`config.mk`:
```
export PLATFORM = sky130hd
export DESIGN_NAME = rob_core
export DESIGN_NICKNAME = d
export VERILOG_FILES = /design/src/rtl/rob_pkg.sv /design/src/rtl/rob_alloc.sv /design/src/rtl/rob_state.sv /design/src/rtl/rob_retire.sv /design/src/rtl/rob_core.sv
export SDC_FILE = /design/constraint.sdc
export NUM_CORES = 2
export LEC_CHECK = 0
export CAP_MARGIN = 20
export CORE_MARGIN = 2
export CORE_UTILIZATION = 45
export CTS_BUF_LIST = sky130_fd_sc_hd__clkbuf_4
export DETAILED_ROUTE_END_ITERATION = 7
export HOLD_SLACK_MARGIN = 0.03
export MAX_ROUTING_LAYER = met4
export SLEW_MARGIN = 20
export SYNTH_ARGS = -nofsm -noshare
export SYNTH_HDL_FRONTEND = slang
export SYNTH_HIERARCHICAL = 1
export SYNTH_SLANG_ARGS = --single-unit
```
`constraint.sdc`:
```
create_clock -name clk_i -period 10.7 [get_ports clk_i]
set_input_delay 2.14 -clock clk_i [delete_from_list [all_inputs] [get_ports clk_i]]
set_output_delay 2.14 -clock clk_i [all_outputs]
set_load 0.05 [all_outputs]
```
`src/rtl/rob_pkg.sv`:
```
`timescale 1ns/1ps
package rob_pkg;
  localparam int unsigned AREG_W = 5;
  localparam int unsigned PREG_W = 7;
  localparam int unsigned PC_W   = 32;

  typedef struct packed {
    logic              st;
    logic [AREG_W-1:0] areg;
    logic [PREG_W-1:0] preg;
    logic [PC_W-1:0]   pc;
  } rob_meta_t;
endpackage

```
`src/rtl/rob_alloc.sv`:
```
`timescale 1ns/1ps
module rob_alloc #(
  parameter  int unsigned DEPTH   = 16,
  parameter  int unsigned ALLOC_W = 2,
  localparam int unsigned IDX_W   = $clog2(DEPTH),
  localparam int unsigned PTR_W   = IDX_W + 1
) (
  input  logic                            clk_i,
  input  logic                            rst_ni,
  input  logic [ALLOC_W-1:0]              req_i,
  input  logic                            flush_i,
  input  logic [PTR_W-1:0]                head_i,
  input  logic [PTR_W-1:0]                head_nxt_i,
  output logic                            ready_o,
  output logic [ALLOC_W-1:0]              fire_o,
  output logic [ALLOC_W-1:0][IDX_W-1:0]   slot_o
);
  logic [PTR_W-1:0] tail_q, tail_d, occ, n_acc;
  logic [PTR_W:0]   free;
  logic             full, empty;

  assign occ     = tail_q - head_i;
  assign free    = (PTR_W+1)'(DEPTH) - {1'b0, occ};
  assign ready_o = free >= (PTR_W+1)'(ALLOC_W);
  assign full    = (tail_q[IDX_W-1:0] == head_i[IDX_W-1:0]) && (tail_q[IDX_W] != head_i[IDX_W]);
  assign empty   = (tail_q == head_i);

  always_comb begin
    n_acc = '0;
    for (int k = 0; k < ALLOC_W; k++) begin
      fire_o[k] = req_i[k] & ready_o & ~flush_i;
      slot_o[k] = IDX_W'(tail_q + n_acc);
      n_acc     = n_acc + PTR_W'(fire_o[k]);
    end
    tail_d = flush_i ? head_nxt_i : tail_q + n_acc;
  end

  always_ff @(posedge clk_i or negedge rst_ni) begin
    if (!rst_ni) tail_q <= '0;
    else         tail_q <= tail_d;
  end

  AST_NO_OVERFLOW: assert property (@(posedge clk_i) disable iff (!rst_ni)
    occ <= PTR_W'(DEPTH));
  AST_FULL_STALLS: assert property (@(posedge clk_i) disable iff (!rst_ni)
    full |-> (!ready_o && fire_o == '0));
  AST_FLUSH_EMPTIES: assert property (@(posedge clk_i) disable iff (!rst_ni)
    flush_i |=> empty);
endmodule

```
`src/rtl/rob_state.sv`:
```
`timescale 1ns/1ps
module rob_state #(
  parameter  int unsigned DEPTH    = 16,
  parameter  int unsigned ALLOC_W  = 2,
  parameter  int unsigned CMP_W    = 2,
  parameter  int unsigned RETIRE_W = 4,
  localparam int unsigned IDX_W    = $clog2(DEPTH)
) (
  input  logic                             clk_i,
  input  logic                             rst_ni,
  input  logic [ALLOC_W-1:0]               fire_i,
  input  logic [ALLOC_W-1:0][IDX_W-1:0]    alloc_slot_i,
  input  logic [CMP_W-1:0]                 cmp_valid_i,
  input  logic [CMP_W-1:0][IDX_W-1:0]      cmp_tag_i,
  input  logic [CMP_W-1:0]                 cmp_exc_i,
  input  logic [RETIRE_W-1:0]              ret_i,
  input  logic [RETIRE_W-1:0][IDX_W-1:0]   ret_slot_i,
  input  logic                             flush_i,
  output logic [DEPTH-1:0]                 vld_o,
  output logic [DEPTH-1:0]                 done_o,
  output logic [DEPTH-1:0]                 exc_o
);
  logic [DEPTH-1:0] vld_q, done_q, exc_q, vld_d, done_d, exc_d;

  always_comb begin
    vld_d  = vld_q;
    done_d = done_q;
    exc_d  = exc_q;
    // reports to free slots are dropped
    for (int c = 0; c < CMP_W; c++) begin
      if (cmp_valid_i[c] && vld_q[cmp_tag_i[c]]) begin
        done_d[cmp_tag_i[c]] = 1'b1;
        exc_d[cmp_tag_i[c]]  = exc_d[cmp_tag_i[c]] | cmp_exc_i[c];
      end
    end
    for (int r = 0; r < RETIRE_W; r++) begin
      if (ret_i[r]) begin
        vld_d[ret_slot_i[r]]  = 1'b0;
        done_d[ret_slot_i[r]] = 1'b0;
        exc_d[ret_slot_i[r]]  = 1'b0;
      end
    end
    if (flush_i) begin
      vld_d  = '0;
      done_d = '0;
      exc_d  = '0;
    end
    for (int a = 0; a < ALLOC_W; a++) begin
      if (fire_i[a]) begin
        vld_d[alloc_slot_i[a]]  = 1'b1;
        done_d[alloc_slot_i[a]] = 1'b0;
        exc_d[alloc_slot_i[a]]  = 1'b0;
      end
    end
  end

  always_ff @(posedge clk_i or negedge rst_ni) begin
    if (!rst_ni) begin
      vld_q  <= '0;
      done_q <= '0;
      exc_q  <= '0;
    end else begin
      vld_q  <= vld_d;
      done_q <= done_d;
      exc_q  <= exc_d;
    end
  end

  assign vld_o  = vld_q;
  assign done_o = done_q;
  assign exc_o  = exc_q;

  for (genvar i = 0; i < DEPTH; i++) begin : g_slot_chk
    AST_IDLE_CLEAN: assert property (@(posedge clk_i) disable iff (!rst_ni)
      !vld_q[i] |-> (!done_q[i] && !exc_q[i]));
  end
  for (genvar c = 0; c < CMP_W; c++) begin : g_cmp_chk
    AST_STRAY_IGNORED: assert property (@(posedge clk_i) disable iff (!rst_ni)
      (cmp_valid_i[c] && !vld_q[cmp_tag_i[c]]) |=> !done_q[$past(cmp_tag_i[c])]);
  end
  for (genvar a = 0; a < ALLOC_W; a++) begin : g_alloc_chk
    AST_ALLOC_FREE_SLOT: assert property (@(posedge clk_i) disable iff (!rst_ni)
      fire_i[a] |-> !vld_q[alloc_slot_i[a]]);
  end
endmodule

```
`src/rtl/rob_retire.sv`:
```
`timescale 1ns/1ps
module rob_retire #(
  parameter  int unsigned DEPTH    = 16,
  parameter  int unsigned RETIRE_W = 4,
  localparam int unsigned IDX_W    = $clog2(DEPTH),
  localparam int unsigned PTR_W    = IDX_W + 1
) (
  input  logic [PTR_W-1:0]                 head_i,
  input  logic [DEPTH-1:0]                 vld_i,
  input  logic [DEPTH-1:0]                 done_i,
  input  logic [DEPTH-1:0]                 exc_i,
  output logic [RETIRE_W-1:0]              ret_o,
  output logic [RETIRE_W-1:0]              exc_lane_o,
  output logic [RETIRE_W-1:0][IDX_W-1:0]   slot_o,
  output logic [PTR_W-1:0]                 head_nxt_o
);
  always_comb begin
    logic             go;
    logic [PTR_W-1:0] n;
    go         = 1'b1;
    n          = '0;
    ret_o      = '0;
    exc_lane_o = '0;
    for (int k = 0; k < RETIRE_W; k++) begin
      slot_o[k] = IDX_W'(head_i + PTR_W'(k));
      if (go && vld_i[slot_o[k]] && done_i[slot_o[k]]) begin
        ret_o[k] = 1'b1;
        n        = n + PTR_W'(1);
        // a faulting slot ends the group
        if (exc_i[slot_o[k]]) begin
          exc_lane_o[k] = 1'b1;
          go            = 1'b0;
        end
      end else begin
        go = 1'b0;
      end
    end
    head_nxt_o = head_i + n;
  end
endmodule

```
`src/rtl/rob_core.sv`:
```
`timescale 1ns/1ps
module rob_core import rob_pkg::*; #(
  parameter  int unsigned DEPTH    = 16,
  parameter  int unsigned ALLOC_W  = 2,
  parameter  int unsigned RETIRE_W = 4,
  parameter  int unsigned CMP_W    = 2,
  localparam int unsigned IDX_W    = $clog2(DEPTH),
  localparam int unsigned PTR_W    = IDX_W + 1
) (
  input  logic                              clk_i,
  input  logic                              rst_ni,
  input  logic [ALLOC_W-1:0]                alloc_valid_i,
  input  logic [ALLOC_W-1:0][AREG_W-1:0]    alloc_areg_i,
  input  logic [ALLOC_W-1:0][PREG_W-1:0]    alloc_preg_i,
  input  logic [ALLOC_W-1:0]                alloc_store_i,
  input  logic [ALLOC_W-1:0][PC_W-1:0]      alloc_pc_i,
  output logic                              alloc_ready_o,
  output logic [ALLOC_W-1:0][IDX_W-1:0]     alloc_tag_o,
  input  logic [CMP_W-1:0]                  cmp_valid_i,
  input  logic [CMP_W-1:0][IDX_W-1:0]       cmp_tag_i,
  input  logic [CMP_W-1:0]                  cmp_exc_i,
  output logic [RETIRE_W-1:0]               commit_valid_o,
  output logic [RETIRE_W-1:0][AREG_W-1:0]   commit_areg_o,
  output logic [RETIRE_W-1:0][PREG_W-1:0]   commit_preg_o,
  output logic [RETIRE_W-1:0]               store_rel_o,
  output logic                              exc_valid_o,
  output logic [PC_W-1:0]                   exc_pc_o
);
  logic [PTR_W-1:0]                 head_q, head_nxt;
  logic [ALLOC_W-1:0]               fire;
  logic [ALLOC_W-1:0][IDX_W-1:0]    a_slot;
  logic [DEPTH-1:0]                 vld, done, exc;
  logic [RETIRE_W-1:0]              ret, exc_lane;
  logic [RETIRE_W-1:0][IDX_W-1:0]   r_slot;
  logic                             flush;
  rob_meta_t                        meta_q [DEPTH];

  assign flush = |exc_lane;

  rob_alloc #(.DEPTH(DEPTH), .ALLOC_W(ALLOC_W)) u_alloc (
    .clk_i, .rst_ni,
    .req_i      (alloc_valid_i),
    .flush_i    (flush),
    .head_i     (head_q),
    .head_nxt_i (head_nxt),
    .ready_o    (alloc_ready_o),
    .fire_o     (fire),
    .slot_o     (a_slot)
  );

  rob_state #(.DEPTH(DEPTH), .ALLOC_W(ALLOC_W), .CMP_W(CMP_W), .RETIRE_W(RETIRE_W)) u_state (
    .clk_i, .rst_ni,
    .fire_i       (fire),
    .alloc_slot_i (a_slot),
    .cmp_valid_i,
    .cmp_tag_i,
    .cmp_exc_i,
    .ret_i        (ret),
    .ret_slot_i   (r_slot),
    .flush_i      (flush),
    .vld_o        (vld),
    .done_o       (done),
    .exc_o        (exc)
  );

  rob_retire #(.DEPTH(DEPTH), .RETIRE_W(RETIRE_W)) u_retire (
    .head_i     (head_q),
    .vld_i      (vld),
    .done_i     (done),
    .exc_i      (exc),
    .ret_o      (ret),
    .exc_lane_o (exc_lane),
    .slot_o     (r_slot),
    .head_nxt_o (head_nxt)
  );

  always_ff @(posedge clk_i or negedge rst_ni) begin
    if (!rst_ni) head_q <= '0;
    else         head_q <= head_nxt;
  end

  // payload needs no reset: read only behind a valid slot
  always_ff @(posedge clk_i) begin
    for (int a = 0; a < ALLOC_W; a++) begin
      if (fire[a]) begin
        meta_q[a_slot[a]] <= '{st:   alloc_store_i[a],
                               areg: alloc_areg_i[a],
                               preg: alloc_preg_i[a],
                               pc:   alloc_pc_i[a]};
      end
    end
  end

  assign alloc_tag_o = a_slot;
  assign exc_valid_o = flush;

  always_comb begin
    exc_pc_o = '0;
    for (int k = 0; k < RETIRE_W; k++) begin
      commit_valid_o[k] = ret[k] & ~exc_lane[k];
      commit_areg_o[k]  = meta_q[r_slot[k]].areg;
      commit_preg_o[k]  = meta_q[r_slot[k]].preg;
      store_rel_o[k]    = ret[k] & ~exc_lane[k] & meta_q[r_slot[k]].st;
      if (exc_lane[k]) exc_pc_o = meta_q[r_slot[k]].pc;
    end
  end

  AST_RETIRE_PREFIX: assert property (@(posedge clk_i) disable iff (!rst_ni)
    (ret & (ret + RETIRE_W'(1))) == '0);
  AST_SINGLE_EXC: assert property (@(posedge clk_i) disable iff (!rst_ni)
    $onehot0(exc_lane));
  AST_EXC_ENDS_GROUP: assert property (@(posedge clk_i) disable iff (!rst_ni)
    exc_valid_o |-> (ret == ((exc_lane << 1) - RETIRE_W'(1))));
  AST_QUIET_AFTER_EXC: assert property (@(posedge clk_i) disable iff (!rst_ni)
    exc_valid_o |=> (commit_valid_o == '0 && store_rel_o == '0 && !exc_valid_o));
endmodule

```
After elaboration in Yosys (flattened, before gate mapping) --
Memory sizes are Yosys's and may differ from the RTL's. Cells that the tools add are included. Widths: inputs -> output; s select.
Cells by class: bitwise operators 45, order comparisons 17, add/subtract/negate cells 12, reductions and logical operators 18, muxes and demuxes 106
Operator list (number):
- $mux 16 | 25
- $and 16x16->16 | 16
- $mux 32 | 4
- $not 16->16 | 6
- $bmux 1 s4 | 16
- $or 16x16->16 | 4
- $mux 1 | 47
- $lt 4x5->1 const B | 8
- $bwmux 16 | 2
- $demux 1 s4 | 8
- $ge 4x1->1 const B | 8
- $mux 5 | 4
- $logic_and 1x1->1 | 17
- $and 1x1->1 | 12
- $add 5x1->5 const B | 2
- $add 4x2->4 const B | 2
- $ge 6x2->1 const B | 1
- $sub 5x5->6 const A | 1
- $add 5x2->5 | 1
- $add 5x5->5 | 1
- $not 1->1 | 5
- $sub 5x5->5 | 1
- $add 4x1->4 | 1
- $add 4x1->4 const B | 1
- 4 further kinds | 5
Word-level totals: register bits after elaboration 58, bits in writable memories 720, memories 1, input port bits 106, output and inout port bits 98
Memories:
- meta_q | words 16, width 45, read ports 4, clocked after Yosys merged registers in 0, write ports 2, line rob_core.sv:36 | rob_meta_t meta_q [DEPTH];

Longest topological paths before layout --
word-level depth 24, mapped depth 24

Cells and area by module --
The synthesis kept the hierarchy.
Modules (own cells, without submodules):
- rob_core | seq. area each 21745.9 um^2, cells each 3418, area an instance 54104.4 um^2, instances 1
- rob_state | seq. area each 1201.2 um^2, cells each 419, area an instance 3682.3 um^2, instances 1
- rob_retire | seq. area each 0.0 um^2, cells each 187, area an instance 1621.6 um^2, instances 1
- rob_alloc | seq. area each 125.1 um^2, cells each 68, area an instance 630.6 um^2, instances 1

Worst setup path after synthesis --
No wires, ideal clock.
kind register -> register, from reg head_q[1], to mem meta_q[8][0] (netlist name), enable pin, stages on the path, launching flop included 24, setup slack 1.686 ns, buffers on the path 6, clock period less this slack 9.014 ns, arrival time 8.198 ns, data required time 9.885 ns, library setup time 0.815 ns, path through dfrtp_1 buf_2 buf_2 inv_1 ha_1 clkbuf_1 inv_1 mux2i_1 a22oi_1 nor3_2 nand2_2 nor3b_1 or2_2 clkbuf_1 or3_1 and3b_1 ha_1 ha_1 xor2_1 nand3b_1 or3_1 clkbuf_1 buf_2 o21ai_0
RTL lines:
- start, declared | line rob_core.sv:29 | logic [PTR_W-1:0] head_q, head_nxt;
- start signal, assigned | line rob_core.sv:79 | else head_q <= head_nxt;
- end, declared | line rob_core.sv:36

==> metrics.cfg <==
[layout]
area_growth_pct=10.0
nNetsFinal=4289
drive_gt1_frac=0.480
fin_area_mm2=0.0661

[worst_setup_path]
worstPathMaxFanout=98
timing.rr.start=head_q[0]
critPathMaxStageDelay_ns=1.00
worstPathRequired_ns=8.56
crit_top_cell=inv_8
rrSetupSlack_ns=1.75
reg2reg_to=meta_q[12][11]
cpLargestDelayFamily=buffers and inverters
slowest_stage=nand2b_2
critPathArrivalTime_ns=8.30
timing.critical_path.buf_inv=4
startpoint=head_q[0]
endpoint_kind=output port
cp_cell_sequence=inv_8 > ha_4 > inv_8 > nor2_1 > nor4_4 > nand2_2 > nor3b_2 > nand2b_2 > buf_4 > a221o_1 > a21oi_1 > a31oi_1 > o31a_1 > clkdlybuf4s50_1
critical_path_class=flip-flop to output port
reg2regPathDepth=17
startpoint_type=flip-flop

[grt]
grt_max_degree=122
grtUsageTotal=0.323
grt_antenna_before_repair=14
grt_pass1_wl_mm=311
grt_overflow=0
grt_pass1_vias=43100

[route]
vias_per_cell=7.12
vias=43600
drtPass1Iterations=6
avgRoutedWirePerCell_um=35.1
drt_wl_total_mm=215
drc=0
drt_iter0_markers=5653
antenna_left=0

[worst_hold_path]
worstHoldPathCells=1
whs_endpoint=head_q[4]
hold_start=head_q[4]
min_path_type=flip-flop to flip-flop

[timing]
setup_viol=0
rsz0062_at_grt=false
hold_ws_ns=0.540
max_slew_margin=0.190
setup_tns_ns=0
fmax_mhz=95.8
finClkSkew_ns=0.0746
tightest_slew_ns=1.22
min_period_over_period=0.976
drv_slew=0
hold_violations=0
finalCriticalPeriod_ns=10.44

[synth]
yosysTopAreaCell=edfxtp_1
syn_area_per_cell_um2=14.7
synth.most_common_cell=mux2_2
yosysSeqAreaShare=0.384
synthTopCellsByCount=mux2_2, edfxtp_1, mux4_2, clkbuf_1, mux2i_1
synth_edf_count=720
netlist-cell-type-count=103
ys.flop_type=edfxtp_1
synth.area.top_cells=edfxtp_1, mux4_2, mux2_2
yosysWarnings=6
syn-num-nets=4220
ys_ff_latch=778
synthCells=4092
synthArstFlopShare=0.0746
yosysTopAreaCellShare=0.360
syn_area_mm2=0.0600

[floorplanning]
die_w_um=369
coreArea_mm2=0.133
io_pins=204
row_count=134
dieArea_mm2=0.136
die_h_um=369
start_util=0.452

[clock_network]
postCtsSetupBuffers=0
cts.repair.resized=0
cts_sinks=778
clk-insertion-delay-late_ns=1.32
cts-buffers-inserted=222
htreeDepth=4
clk_path_buf_depth=3
cts_root_buffer=clkbuf_4
clk_pin_slew_ns=0.07
holdBufCountCts=0
cts_tree=yes

[flow_run]
cap_violations=0

[placed_design]
numPortBuffers=203
post_dp_cell_area_mm2=0.0632
gp_congestion=0.917
dpl.hpwl_mm=125

[status]
outcome=complete, no violations

[placed cells by master, fill, tap and decap left out, types with 18 or more instances in the layout]
cell type / Yosys / layout
mux2_2: 837 / 837
edfxtp_1: 720 / 720
mux4_2: 682 / 682
clkbuf_4: 0 / 322
clkdlybuf4s50_1: 0 / 198
mux2i_1: 187 / 187
o22ai_1: 104 / 95
buf_4: 39 / 88
nor2_1: 98 / 86
nand2_1: 86 / 83
nor2b_1: 81 / 77
a211oi_1: 71 / 71
clkinv_1: 0 / 63
nand3_1: 54 / 54
dfrtp_1: 58 / 54
a21oi_1: 53 / 53
a22oi_1: 42 / 42
nor3_1: 38 / 38
o21ai_0: 44 / 38
a221o_1: 33 / 33
nor4_1: 33 / 33
nand2b_1: 38 / 31
inv_1: 31 / 27
o31a_1: 26 / 26
a31oi_1: 25 / 25
nand3b_1: 23 / 23
and3_1: 20 / 20
ha_1: 19 / 18
a21o_1: 18 / 18
[worst register-to-register path: stages, from the launching register on]
cell and delay (ns):
dfrtp_4 0.72, inv_8 0.72, ha_4 0.40, inv_8 0.68
nor2_1 0.20, nor4_4 0.60, nand2_2 0.28, nor3b_2 0.37
or2_2 0.52, or3_1 0.25, and3b_1 0.30, ha_1 0.26
ha_1 0.19, xor2_1 0.60, nand3_1 0.68, nand2b_4 0.53
o21ai_4 0.44, buf_4 0.78
[metrics by stage]
stage / cells / worst slack (ns) / util
final: 6129 / 0.257 / 0.497
after global routing: 6124 / 0.0193 / 0.497
after CTS: 6112 / 0.212 / 0.497
after detailed placement: 5705 / 1.63 / 0.475
after global placement: 5704 / 1.64 / 0.475
after floorplan: 4092 / 1.69 / -
[registers in the layout, indices dropped and copies added (netlist names)]
| name | flops |
|---|---|
| u_state/done_o | 16 |
| head_q | 5 |
| meta_q | 720 |
| u_state/vld_o | 16 |
| u_state/exc_o | 16 |
| u_alloc/tail_q | 5 |
[worst max path at each step]
stage                         to  slack [ns]  cells past startpoint
detailed placement  exc_pc_o[19]        1.63                     16
global route        exc_pc_o[19]        0.02                     14
floorplan           meta_q[8][0]        1.69                     23
CTS                 exc_pc_o[19]        0.21                     16
global placement    exc_pc_o[30]        1.64                     15
finish              exc_pc_o[19]        0.26                     14
[area by class of cell]
type                            instances  area [um^2]
Fill cell                           11400        66900
Multi-Input combinational cell       2827        34800
Antenna cell                           17         42.5
Clock inverter                         85          423
Sequential cell                       778        23100
Inverter                               33          159
Tap cell                             1768         2210
Clock buffer                          322         2420
Timing Repair Buffer                  299         2890
[logic make-up (layout without fill, tap and decap cells)]
family,after synthesis,in the layout,share of synthesized area
flops,778,778,0.384
buf+inv,487,739,0.0424
compound gates,509,509,0.0620
fa+ha+maj,22,22,0.00496
other cells,1,18,0.0000625
mux,1728,1728,0.453
xor+xnor,18,18,0.00306
simple gates,549,549,0.0500
[layer usage]
| layer | share of wire | GRT usage |
|---|---|---|
| met5 | 0 | - |
| met4 | 0.043 | 0.135 |
| met3 | 0.10 | 0.0710 |
| met2 | 0.47 | 0.492 |
| met1 | 0.38 | 0.419 |
Power is left out: the tool's default activity adds up to more than one toggle a clock period on the data nets, which glitch-free logic cannot reach.
